## config.mk

```make
export PLATFORM = sky130hd
export DESIGN_NAME = pseq_top
export DESIGN_NICKNAME = d
export VERILOG_FILES = /design/src/rtl/pseq_pkg.sv /design/src/rtl/pseq_ms_timer.sv /design/src/rtl/pseq_fsm.sv /design/src/rtl/pseq_out_dec.sv /design/src/rtl/pseq_top.sv
export SDC_FILE = /design/constraint.sdc
export NUM_CORES = 1
export LEC_CHECK = 0
export BUFFER_PORTS_ARGS = -buffer_cell sky130_fd_sc_hd__buf_2
export CAP_MARGIN = 5
export CORE_ASPECT_RATIO = 1.25
export CORE_MARGIN = 4
export CORE_UTILIZATION = 29
export CTS_BUF_LIST = sky130_fd_sc_hd__clkbuf_2
export DETAILED_ROUTE_END_ITERATION = 7
export HOLD_SLACK_MARGIN = 0.03
export SLEW_MARGIN = 40
export SYNTH_ARGS = -nofsm -noshare
export SYNTH_HDL_FRONTEND = slang
export SYNTH_SLANG_ARGS = --single-unit
```

## constraint.sdc

```tcl
create_clock -name clk_i -period 4.83 [get_ports clk_i]
set_input_delay 0.966 -clock clk_i [delete_from_list [all_inputs] [get_ports clk_i]]
set_output_delay 0.966 -clock clk_i [all_outputs]
set_load 0.005 [all_outputs]
```

## src/rtl/pseq_pkg.sv

```systemverilog
package pseq_pkg;
  // Step order is behaviour: outputs decode from it and error codes report it.
  typedef enum logic [3:0] {
    ST_PWRON       = 4'd0,
    ST_DEBOUNCE    = 4'd1,
    ST_SUB_CLK     = 4'd2,
    ST_SUB_INIT    = 4'd3,
    ST_DSP_SETTLE  = 4'd4,
    ST_FPGA_LOAD   = 4'd5,
    ST_FPGA_SETTLE = 4'd6,
    ST_RAM_CHECK   = 4'd7,
    ST_RAM_SETTLE  = 4'd8,
    ST_SUB_HS      = 4'd9,
    ST_MUTE_CMD    = 4'd10,
    ST_DAC_SETTLE  = 4'd11,
    ST_DAC_CFG     = 4'd12,
    ST_DSP_HS      = 4'd13,
    ST_RX_INIT     = 4'd14,
    ST_DONE        = 4'd15
  } step_e;

  localparam int NUM_REQ = 5;
endpackage

```

## src/rtl/pseq_ms_timer.sv

```systemverilog
module pseq_ms_timer #(
  parameter int CYC_PER_MS = 50000,
  parameter int MS_W       = 10
) (
  input  logic            clk_i,
  input  logic            rst_ni,
  input  logic            load_i,
  input  logic [MS_W-1:0] ms_i,
  output logic            expired_o
);
  localparam int PRE_W = (CYC_PER_MS > 1) ? $clog2(CYC_PER_MS) : 1;
  localparam logic [PRE_W-1:0] PRE_TOP = PRE_W'(CYC_PER_MS - 1);

  logic [PRE_W-1:0] pre_q;
  logic [MS_W-1:0]  ms_q;

  always_ff @(posedge clk_i or negedge rst_ni) begin
    if (!rst_ni) begin
      pre_q <= '0;
      ms_q  <= '0;
    end else if (load_i) begin
      pre_q <= PRE_TOP;
      ms_q  <= ms_i;
    end else if (ms_q != '0) begin
      if (pre_q == '0) begin
        pre_q <= PRE_TOP;
        ms_q  <= ms_q - 1'b1;
      end else begin
        pre_q <= pre_q - 1'b1;
      end
    end
  end

  assign expired_o = (ms_q == '0);
endmodule

```

## src/rtl/pseq_fsm.sv

```systemverilog
module pseq_fsm
  import pseq_pkg::*;
#(
  parameter int MS_W        = 10,
  parameter int DEBOUNCE_MS = 100,
  parameter int SUB_CLK_MS  = 10,
  parameter int SUB_INIT_MS = 10,
  parameter int DSP_MS      = 100,
  parameter int FPGA_MS     = 100,
  parameter int RAM_MS      = 10,
  parameter int DAC_MS      = 100,
  parameter int TIMEOUT_MS  = 200
) (
  input  logic            clk_i,
  input  logic            rst_ni,
  input  logic            restart_i,
  input  logic            expired_i,
  input  logic            fpga_load_done_i,
  input  logic            ram_check_ok_i,
  input  logic            sub_hs_ack_i,
  input  logic            mute_cmd_ack_i,
  input  logic            dac_cfg_done_i,
  input  logic            dsp_hs_ack_i,
  input  logic            rx_init_done_i,
  output step_e           step_o,
  output logic            err_o,
  output logic            load_o,
  output logic [MS_W-1:0] load_ms_o
);
  step_e step_q, step_d;
  logic  err_q, err_d;
  logic  ack;

  function automatic logic [MS_W-1:0] wait_ms(step_e s);
    case (s)
      ST_DEBOUNCE:    return MS_W'(DEBOUNCE_MS);
      ST_SUB_CLK:     return MS_W'(SUB_CLK_MS);
      ST_SUB_INIT:    return MS_W'(SUB_INIT_MS);
      ST_DSP_SETTLE:  return MS_W'(DSP_MS);
      ST_FPGA_SETTLE: return MS_W'(FPGA_MS);
      ST_RAM_SETTLE:  return MS_W'(RAM_MS);
      ST_DAC_SETTLE:  return MS_W'(DAC_MS);
      ST_PWRON, ST_DONE: return '0;
      default:        return MS_W'(TIMEOUT_MS);
    endcase
  endfunction

  always_comb begin
    case (step_q)
      ST_FPGA_LOAD: ack = fpga_load_done_i;
      ST_RAM_CHECK: ack = ram_check_ok_i;
      ST_SUB_HS:    ack = sub_hs_ack_i;
      ST_MUTE_CMD:  ack = mute_cmd_ack_i;
      ST_DAC_CFG:   ack = dac_cfg_done_i;
      ST_DSP_HS:    ack = dsp_hs_ack_i;
      ST_RX_INIT:   ack = rx_init_done_i;
      default:      ack = 1'b0;
    endcase
  end

  always_comb begin
    step_d = step_q;
    err_d  = err_q;
    if (restart_i) begin
      step_d = ST_PWRON;
      err_d  = 1'b0;
    end else if (!err_q) begin
      case (step_q)
        ST_PWRON: step_d = ST_DEBOUNCE;
        ST_DEBOUNCE, ST_SUB_CLK, ST_SUB_INIT, ST_DSP_SETTLE,
        ST_FPGA_SETTLE, ST_RAM_SETTLE, ST_DAC_SETTLE: begin
          if (expired_i) step_d = step_e'(step_q + 4'd1);
        end
        ST_DONE: step_d = ST_DONE;
        default: begin
          if (ack)            step_d = step_e'(step_q + 4'd1);
          else if (expired_i) err_d  = 1'b1;
        end
      endcase
    end
  end

  always_ff @(posedge clk_i or negedge rst_ni) begin
    if (!rst_ni) begin
      step_q <= ST_PWRON;
      err_q  <= 1'b0;
    end else begin
      step_q <= step_d;
      err_q  <= err_d;
    end
  end

  assign load_o    = (step_d != step_q);
  assign load_ms_o = wait_ms(step_d);
  assign step_o    = step_q;
  assign err_o     = err_q;
endmodule

```

## src/rtl/pseq_out_dec.sv

```systemverilog
module pseq_out_dec
  import pseq_pkg::*;
(
  input  logic               clk_i,
  input  logic               rst_ni,
  input  step_e              step_i,
  input  logic               err_i,
  output logic               mute_o,
  output logic               irq_inhibit_o,
  output logic               usb_rst_no,
  output logic               sub_rst_o,
  output logic               sub_clk_en_o,
  output logic               dsp_rst_no,
  output logic               fpga_rst_no,
  output logic               dac_rst_no,
  output logic               ram_en_o,
  output logic [NUM_REQ-1:0] req_o,
  output logic               dac_cfg_start_o,
  output logic               ready_o,
  output logic               error_o,
  output logic [3:0]         err_step_o
);
  localparam step_e REQ_STEP [NUM_REQ] =
    '{ST_RAM_CHECK, ST_SUB_HS, ST_MUTE_CMD, ST_DSP_HS, ST_RX_INIT};

  step_e prev_q;
  logic  fin;

  assign fin = (step_i == ST_DONE) && !err_i;

  // Release levels follow step order, so an error freezes them at the failing step.
  always_ff @(posedge clk_i or negedge rst_ni) begin
    if (!rst_ni) begin
      mute_o          <= 1'b1;
      irq_inhibit_o   <= 1'b1;
      usb_rst_no      <= 1'b0;
      sub_rst_o       <= 1'b1;
      sub_clk_en_o    <= 1'b0;
      dsp_rst_no      <= 1'b0;
      fpga_rst_no     <= 1'b0;
      dac_rst_no      <= 1'b0;
      ram_en_o        <= 1'b0;
      dac_cfg_start_o <= 1'b0;
      ready_o         <= 1'b0;
      error_o         <= 1'b0;
      err_step_o      <= '0;
      prev_q          <= ST_PWRON;
    end else begin
      mute_o          <= !fin;
      irq_inhibit_o   <= !fin;
      usb_rst_no      <= step_i >= ST_SUB_CLK;
      sub_clk_en_o    <= step_i >= ST_SUB_CLK;
      sub_rst_o       <= step_i <  ST_SUB_INIT;
      dsp_rst_no      <= step_i >= ST_DSP_SETTLE;
      fpga_rst_no     <= step_i >= ST_FPGA_SETTLE;
      ram_en_o        <= step_i >= ST_RAM_SETTLE;
      dac_rst_no      <= step_i >= ST_DAC_SETTLE;
      dac_cfg_start_o <= (step_i == ST_DAC_CFG) && (prev_q != ST_DAC_CFG) && !err_i;
      ready_o         <= fin;
      error_o         <= err_i;
      err_step_o      <= err_i ? step_i : 4'd0;
      prev_q          <= step_i;
    end
  end

  for (genvar g = 0; g < NUM_REQ; g++) begin : g_req
    always_ff @(posedge clk_i or negedge rst_ni) begin
      if (!rst_ni) req_o[g] <= 1'b0;
      else         req_o[g] <= (step_i == REQ_STEP[g]) && !err_i;
    end
  end
endmodule

```

## src/rtl/pseq_top.sv

```systemverilog
module pseq_top
  import pseq_pkg::*;
#(
  parameter int CYC_PER_MS  = 50000,
  parameter int DEBOUNCE_MS = 100,
  parameter int SUB_CLK_MS  = 10,
  parameter int SUB_INIT_MS = 10,
  parameter int DSP_MS      = 100,
  parameter int FPGA_MS     = 100,
  parameter int RAM_MS      = 10,
  parameter int DAC_MS      = 100,
  parameter int TIMEOUT_MS  = 200
) (
  input  logic       clk_i,
  input  logic       rst_ni,
  input  logic       restart_i,
  input  logic       fpga_load_done_i,
  input  logic       ram_check_ok_i,
  input  logic       sub_hs_ack_i,
  input  logic       mute_cmd_ack_i,
  input  logic       dac_cfg_done_i,
  input  logic       dsp_hs_ack_i,
  input  logic       rx_init_done_i,
  output logic       mute_o,
  output logic       irq_inhibit_o,
  output logic       usb_rst_no,
  output logic       sub_rst_o,
  output logic       sub_clk_en_o,
  output logic       dsp_rst_no,
  output logic       fpga_rst_no,
  output logic       dac_rst_no,
  output logic       ram_en_o,
  output logic       ram_check_req_o,
  output logic       sub_hs_req_o,
  output logic       mute_cmd_req_o,
  output logic       dac_cfg_start_o,
  output logic       dsp_hs_req_o,
  output logic       rx_init_req_o,
  output logic       ready_o,
  output logic       error_o,
  output logic [3:0] err_step_o
);
  // Sum of all waits bounds any single load value.
  localparam int MS_W = $clog2(DEBOUNCE_MS + SUB_CLK_MS + SUB_INIT_MS + DSP_MS +
                               FPGA_MS + RAM_MS + DAC_MS + TIMEOUT_MS + 1);

  step_e              step;
  logic               err;
  logic               load;
  logic [MS_W-1:0]    load_ms;
  logic               expired;
  logic [NUM_REQ-1:0] req;

  pseq_ms_timer #(
    .CYC_PER_MS (CYC_PER_MS),
    .MS_W       (MS_W)
  ) i_timer (
    .clk_i     (clk_i),
    .rst_ni    (rst_ni),
    .load_i    (load),
    .ms_i      (load_ms),
    .expired_o (expired)
  );

  pseq_fsm #(
    .MS_W        (MS_W),
    .DEBOUNCE_MS (DEBOUNCE_MS),
    .SUB_CLK_MS  (SUB_CLK_MS),
    .SUB_INIT_MS (SUB_INIT_MS),
    .DSP_MS      (DSP_MS),
    .FPGA_MS     (FPGA_MS),
    .RAM_MS      (RAM_MS),
    .DAC_MS      (DAC_MS),
    .TIMEOUT_MS  (TIMEOUT_MS)
  ) i_fsm (
    .clk_i            (clk_i),
    .rst_ni           (rst_ni),
    .restart_i        (restart_i),
    .expired_i        (expired),
    .fpga_load_done_i (fpga_load_done_i),
    .ram_check_ok_i   (ram_check_ok_i),
    .sub_hs_ack_i     (sub_hs_ack_i),
    .mute_cmd_ack_i   (mute_cmd_ack_i),
    .dac_cfg_done_i   (dac_cfg_done_i),
    .dsp_hs_ack_i     (dsp_hs_ack_i),
    .rx_init_done_i   (rx_init_done_i),
    .step_o           (step),
    .err_o            (err),
    .load_o           (load),
    .load_ms_o        (load_ms)
  );

  pseq_out_dec i_out (
    .clk_i           (clk_i),
    .rst_ni          (rst_ni),
    .step_i          (step),
    .err_i           (err),
    .mute_o          (mute_o),
    .irq_inhibit_o   (irq_inhibit_o),
    .usb_rst_no      (usb_rst_no),
    .sub_rst_o       (sub_rst_o),
    .sub_clk_en_o    (sub_clk_en_o),
    .dsp_rst_no      (dsp_rst_no),
    .fpga_rst_no     (fpga_rst_no),
    .dac_rst_no      (dac_rst_no),
    .ram_en_o        (ram_en_o),
    .req_o           (req),
    .dac_cfg_start_o (dac_cfg_start_o),
    .ready_o         (ready_o),
    .error_o         (error_o),
    .err_step_o      (err_step_o)
  );

  assign ram_check_req_o = req[0];
  assign sub_hs_req_o    = req[1];
  assign mute_cmd_req_o  = req[2];
  assign dsp_hs_req_o    = req[3];
  assign rx_init_req_o   = req[4];
endmodule

```

---- Word level (Yosys, flattened, before mapping) ----
Memory sizes are Yosys's and may differ from the RTL's.
Index checks and enable logic that the tools add are counted.
Widths: inputs -> output; s select.
storage, ports and cells
  logic and storage cells ................. 85
  bits in read-only memories .............. 96
  register bits after elaboration ......... 54
  memories kept ........................... 1
memories
  name             depth  width  rd ports  clocked after Yosys merged registers in  write ports  RTL line        source
  (no name shown)  16     6      1         0                                        0            pseq_fsm.sv:35  case (s)
operators by class
  eq/ne operators ......................... 17
  reduce and logical (&&, ||, !) cells .... 19
  $add $sub $neg .......................... 3
  $lt $le $gt $ge ......................... 6
  mux-type cells .......................... 18
operator list
  cell                   count
  $mux 16                3
  $eq 4x4->1 const B     8
  $mux 10                3
  $mux 4                 5
  $eq 4x3->1 const B     4
  $logic_not 16->1       1
  $sub 16x1->16 const B  1
  $pmux 4 s3             1
  $logic_not 10->1       1
  $reduce_bool 10->1     1
  $sub 10x1->10 const B  1
  $reduce_or 9->1        1
  $eq 4x2->1 const B     2
  $ge 4x3->1 const B     2
  $ge 4x4->1 const B     2
  $logic_and 1x1->1      8
  $pmux 1 s7             1
  $reduce_or 7->1        1
  $mux 1                 5
  $add 4x1->4 const B    1
  $eq 4x1->1 const B     1
  $ge 4x2->1 const B     1
  $logic_not 4->1        1
  $lt 4x2->1 const B     1
  5 further kinds        7

---- Longest topological paths before layout ----
  depth after elaboration ................. 9
  depth in mapped cells ................... 15
  depth with buffers taken out ............ 14

---- By module ----
From an unflattened synthesis, not the netlist that was laid out.
second synthesis, totals
  cell total of the unflattened synthesis .. 342
  area, all modules ....................... 3260.6 sq um
by module, submodules not included
  module         area each (sq um)  cells an instance  times used  sequential area each (sq um)
  pseq_ms_timer  1576.5             173                1           650.6
  pseq_fsm       907.1              117                1           125.1
  pseq_out_dec   777.0              52                 1           578.1

---- Worst setup path before layout ----
OpenSTA, ideal clock, no wires.
  path type ............................... reg-to-reg
  from .................................... reg i_fsm.step_q[1] (netlist: i_fsm.step_o[1])
  to ...................................... reg i_timer.ms_q[2]
  library setup time ...................... 0.130 ns
  arrival time ............................ 3.146 ns
  slack ................................... 1.555 ns
  cell stages (with the launch flop) ...... 16
  buffers on the path ..................... 1
  cell sequence ........................... dfrtp_1 > clkbuf_1 > inv_1 > ha_1 > a22o_1 > a22o_1 > or2_2 > a211o_1 > a21o_1 > nand2_1 > inv_1 > ha_1 > nor3_1 > o22ai_1 > a21boi_0 > a21oi_1
on the way
  longest elaborated chain between the ends .. 9
  elaborated cells on any way between the ends .. 30
  those cells by class .................... 1 x add/sub; 16 x eq/ne; 7 x mux; 5 x reduce/logical; 1 x memory
ends and longest elaborated chain
  item                                                  RTL line             source
  start: declaration                                    pseq_fsm.sv:30       step_e step_q, step_d;
  start signal: assignment                              pseq_fsm.sv:88       step_q <= step_d;
  $eq 4x4->1 or $eq 4x3->1 (tied branches)              pseq_fsm.sv:49       case (step_q)
  $pmux 1 s7                                            pseq_fsm.sv:49
  $mux 4                                                pseq_fsm.sv:76       if (ack) step_d = step_e'(step_q + 4'd1);
  $pmux 4 s3                                            pseq_fsm.sv:68       case (step_q)
  $mux 4 *                                              pseq_fsm.sv:67       end else if (!err_q) begin
  $mux 4 *                                              pseq_fsm.sv:64       if (restart_i) begin
  named net i_fsm.step_d[1]                             pseq_fsm.sv:30
  branches (longest 3 deep; another with $mem_v2 16x6)  --
  end signal: assignment                                pseq_ms_timer.sv:23  ms_q <= ms_i;
  end signal: assignment                                pseq_ms_timer.sv:27  ms_q <= ms_q - 1'b1;
  end: declaration                                      pseq_ms_timer.sv:15  logic [MS_W-1:0] ms_q;
Mark *: on every way through the listed nets, which the timed path passes.
A chain may end at the register's enable or synchronous reset.

---- Worst setup path after layout ----
  from .................................... reg i_fsm.step_q[1] (netlist: i_fsm.step_o[1])
  to ...................................... reg i_timer.ms_q[2]
on the way
  longest elaborated chain between the ends .. 9
  elaborated cells on any way between the ends .. 30
  those cells by class .................... 1 x add/sub; 16 x eq/ne; 7 x mux; 5 x reduce/logical; 1 x memory
ends and longest elaborated chain
  item                                                  RTL line
  $eq 4x4->1 or $eq 4x3->1 (tied branches)              pseq_fsm.sv:49
  $pmux 1 s7                                            pseq_fsm.sv:49
  $mux 4                                                pseq_fsm.sv:76
  $pmux 4 s3 *                                          pseq_fsm.sv:68
  $mux 4 *                                              pseq_fsm.sv:67
  $mux 4 *                                              pseq_fsm.sv:64
  named net i_fsm.step_d[0]                             pseq_fsm.sv:30
  branches (longest 3 deep; another with $mem_v2 16x6)  --
Marked as above.

==> results.sh <==
export IMPL_synth_simple_area_share=0.251
export IMPL_via_count=2611
export IMPL_drv_slew=0
export IMPL_drv_cap=0
export IMPL_use_met2=0.225
export IMPL_finalPower_mw=1.95
export IMPL_place_hpwl_mm=5.15
export IMPL_rr_startpoint="i_fsm.step_o[1]"
export IMPL_crit_path_start="i_fsm.step_o[1]"
export IMPL_yosys_warnings=0
export IMPL_row_count=42
export IMPL_grt_max_degree=55
export IMPL_clk_pin_slew_ns=0.27
export IMPL_reg2regPathDepth=13
export IMPL_synth_top_area_frac=0.418
export IMPL_path_class="register to register"
export IMPL_syn_avg_cell_area_um2=9.02
export IMPL_drt_iter0_markers=128
export IMPL_synth_flop_cell="dfrtp_1"
export IMPL_synth_compound_area_frac=0.169
export IMPL_finalCriticalPeriod_ns=3.64
export IMPL_timing_final_crit_share=0.754
export IMPL_grt_antenna_before_repair=0
export IMPL_ios=31
export IMPL_core_area_um2=10600
export IMPL_die_w_um=101
export IMPL_grt_pass1_vias=2533
export IMPL_grt_pass1_wl_mm=12.2
export IMPL_critPathBufInv=2
export IMPL_cellPowerDensity_nw_per_um2=571
export IMPL_cts_tree="yes"
export IMPL_crit_chain="inv_1 -> ha_1 -> a22o_1 -> a22o_1 -> nor4_1 -> nor2b_1 -> o311ai_2 -> inv_2 -> ha_1 -> nor3_1 -> o22ai_1 -> a21boi_0 -> a21oi_1"
export IMPL_layout_nets=384
export IMPL_syn_area_um2=3110
export IMPL_antenna_cells=0
export IMPL_h_tree_depth=2
export IMPL_drt_vias_per_instance=5.25
export IMPL_ys_types=67
export IMPL_wl_per_cell_um=14.7
export IMPL_synthArstFlopShare=1.00
export IMPL_grt_ovfl_total=0
export IMPL_dieArea_um2=12500
export IMPL_drc_errors=0
export IMPL_tightestPinTransition_ns=0.812
export IMPL_synthToLayoutAreaGrowth_pct=9.61
export IMPL_clock_latency_ns=0.45
export IMPL_synth_largest_area_cell="dfrtp_1"
export IMPL_dp_cells=489
export IMPL_cp_max_fo=14
export IMPL_worst_setup_path_start_kind="register"
export IMPL_place_gp_congestion=0.869
export IMPL_hold_path_depth=2
export IMPL_stdcell_count=497
export IMPL_root_buffer="clkbuf_2"
export IMPL_critPathMaxStageDelay_ns=0.68
export IMPL_hold_viol=0
export IMPL_drive_gt1_frac=0.162
export IMPL_relSlewSlack=0.454
export IMPL_portBuffers=30
export IMPL_syn_nets=365
export IMPL_path_depth=13
export IMPL_clock_skew_ns=0.0175
export IMPL_grt_busiest_layer="met2"
export IMPL_cts_sinks=54
export IMPL_required_ns=5.20
export IMPL_synth_top_family_by_area="simple AND/OR/NAND/NOR gates"
export IMPL_clock_fmax_ghz=0.275
export IMPL_total_leakage_power_nw=1.48
export IMPL_fin_hold_ws_ns=0.576
export IMPL_fillers=1123
export IMPL_final_setup_viol_count=0
export IMPL_crit_slowest_cell="dfrtp_1"
export IMPL_antenna_left=0
export IMPL_worstHoldStart="i_out.prev_q[1]"
export IMPL_drt_total_wl_mm=7.33
export IMPL_initial_core_util=0.295
export IMPL_cts_hold_buffers=0
export IMPL_die_y_um=124
export IMPL_synth_edf_count=0
export IMPL_grt_setup_unrepaired="false"
export IMPL_cts_buffers=5
export IMPL_synthMuxAreaShare=0.0273
export IMPL_cts_resized=0
export IMPL_hold_path_class="register to register"
export IMPL_fin_util=0.323
export IMPL_use_met1=0.137
export IMPL_grtUsageTotal=0.120
export IMPL_ys_top_cells_by_area="dfrtp_1 (42%), nand2_1 (4.7%), nor2_1 (4.2%), ha_1 (4.0%), a21oi_1 (3.2%)"
export IMPL_syn_inst=345
export IMPL_status="finished, final reports clean"
export IMPL_synth_xor_xnor_area_share=0.0281
export IMPL_path_delay_family="compound AO/OA/AOI/OAI gates"
export IMPL_cts_setup_buffers=0
export IMPL_ys_ff_latch=54
export IMPL_use_met3=0.0168
export IMPL_synth_seq_area_share=0.435
export IMPL_cp_arrival_ns=4.01
export IMPL_synthAdderAreaFrac=0.0402
export IMPL_fin_setup_tns_ns=0
export IMPL_clockBufferDepth=2
export IMPL_peakVddDrop_uv=228
export IMPL_drt_pass1_iterations=5
export IMPL_worst_setup_path_end_kind="register"
==> cells by family after synthesis <==
logic type,count (synthesis)
and+or+nand+nor,150
AOI/OAI and AO/OA,77
DFF,54
buffers and inverters,36
xor gates and xnor gates,10
adders and majority gates,10
muxes,8
==> where the power goes <==
part	switching (mW)	total (mW)	internal, mW
combinational	0.677	1.07	0.393
sequential	0.114	0.646	0.531
clock	0.146	0.232	0.0858
==> path summary, 6_finish.rpt <==
path                                    endpoint  slack [ns]
setup / recovery                 i_timer.ms_q[2]        1.19
setup reg to reg                 i_timer.ms_q[2]        1.19
min in group asynchronous  i_out.dac_cfg_start_o        0.59
hold reg to reg            i_out.dac_cfg_start_o        0.58
max in group asynchronous        i_fsm.step_o[2]        3.77
hold / removal             i_out.dac_cfg_start_o        0.58
==> synth_stat cells (all sizes together), types with 3 or more instances <==
master and instances:
a31oi 5, xor2 4, inv 17, nor2b 6, nand2 39, or2 5
nand2b 3, dfrtp 52, mux2i 7, nand4 3, or4 4, nand3 11
o21ai 17, buf 7, ha 10, clkbuf 12, xnor2 6, and2 3
or3 5, a211oi 3, o22ai 4, nor2 35, nor3 17, a21oi 20
nor4 9
==> final cells by class <==
cell class | instances | area (um2) | area share
clock inverter | 3 | 40.0 | 0.0117
multi-input combinational | 255 | 1610 | 0.470
clock buffer | 5 | 25.0 | 0.00733
sequential | 54 | 1360 | 0.397
inverter | 17 | 63.8 | 0.0187
timing repair buffer | 31 | 158 | 0.0462
tap | 132 | 165 | 0.0484
==> worst reg2reg max path, cell delays in order (launching register included) <==
cell and delay, ns:
dfrtp_1 0.68, inv_1 0.18, ha_1 0.27, a22o_1 0.22, a22o_1 0.29, nor4_1 0.41
nor2b_1 0.14, o311ai_2 0.32, inv_2 0.12, ha_1 0.25, nor3_1 0.23, o22ai_1 0.11
a21boi_0 0.26, a21oi_1 0.07
==> metal layers <==
layer | wire length (um) | part of all wire
met3 | 338 | 0.046
met5 | 0 | 0
met4 | 89 | 0.012
met2 | 3860 | 0.53
met1 | 3040 | 0.41
==> flip-flops by register name, indices dropped and copies added, names as in the netlist, 4 cells and up <==
| name | cells |
|---|---|
| i_out.prev_q | 4 |
| i_timer.ms_q | 10 |
| i_timer.pre_q | 16 |
| i_out.err_step_o | 4 |
| i_fsm.step_o | 4 |
| i_out.req_o | 5 |
==> cells in the final DEF (no fill, tap or decap), drive strengths merged, types with 9 or more instances in the layout <==
cell	instances
nand3	11
nor3	17
ha	10
inv	17
o21ai	17
nand2	39
nor4	9
dfrtp	52
nor2	35
buf	31
a21oi	20
==> per-stage QoR <==
stage / instance area, um2 / setup WS [ns]
floorplan: 3110 / 1.55
global placement: 3350 / 1.29
detailed placement: 3350 / 1.24
CTS: 3410 / 1.20
global route: 3410 / 0.817
finish: 3410 / 1.19
No activity file was read; power rests on OpenSTA's default activity.
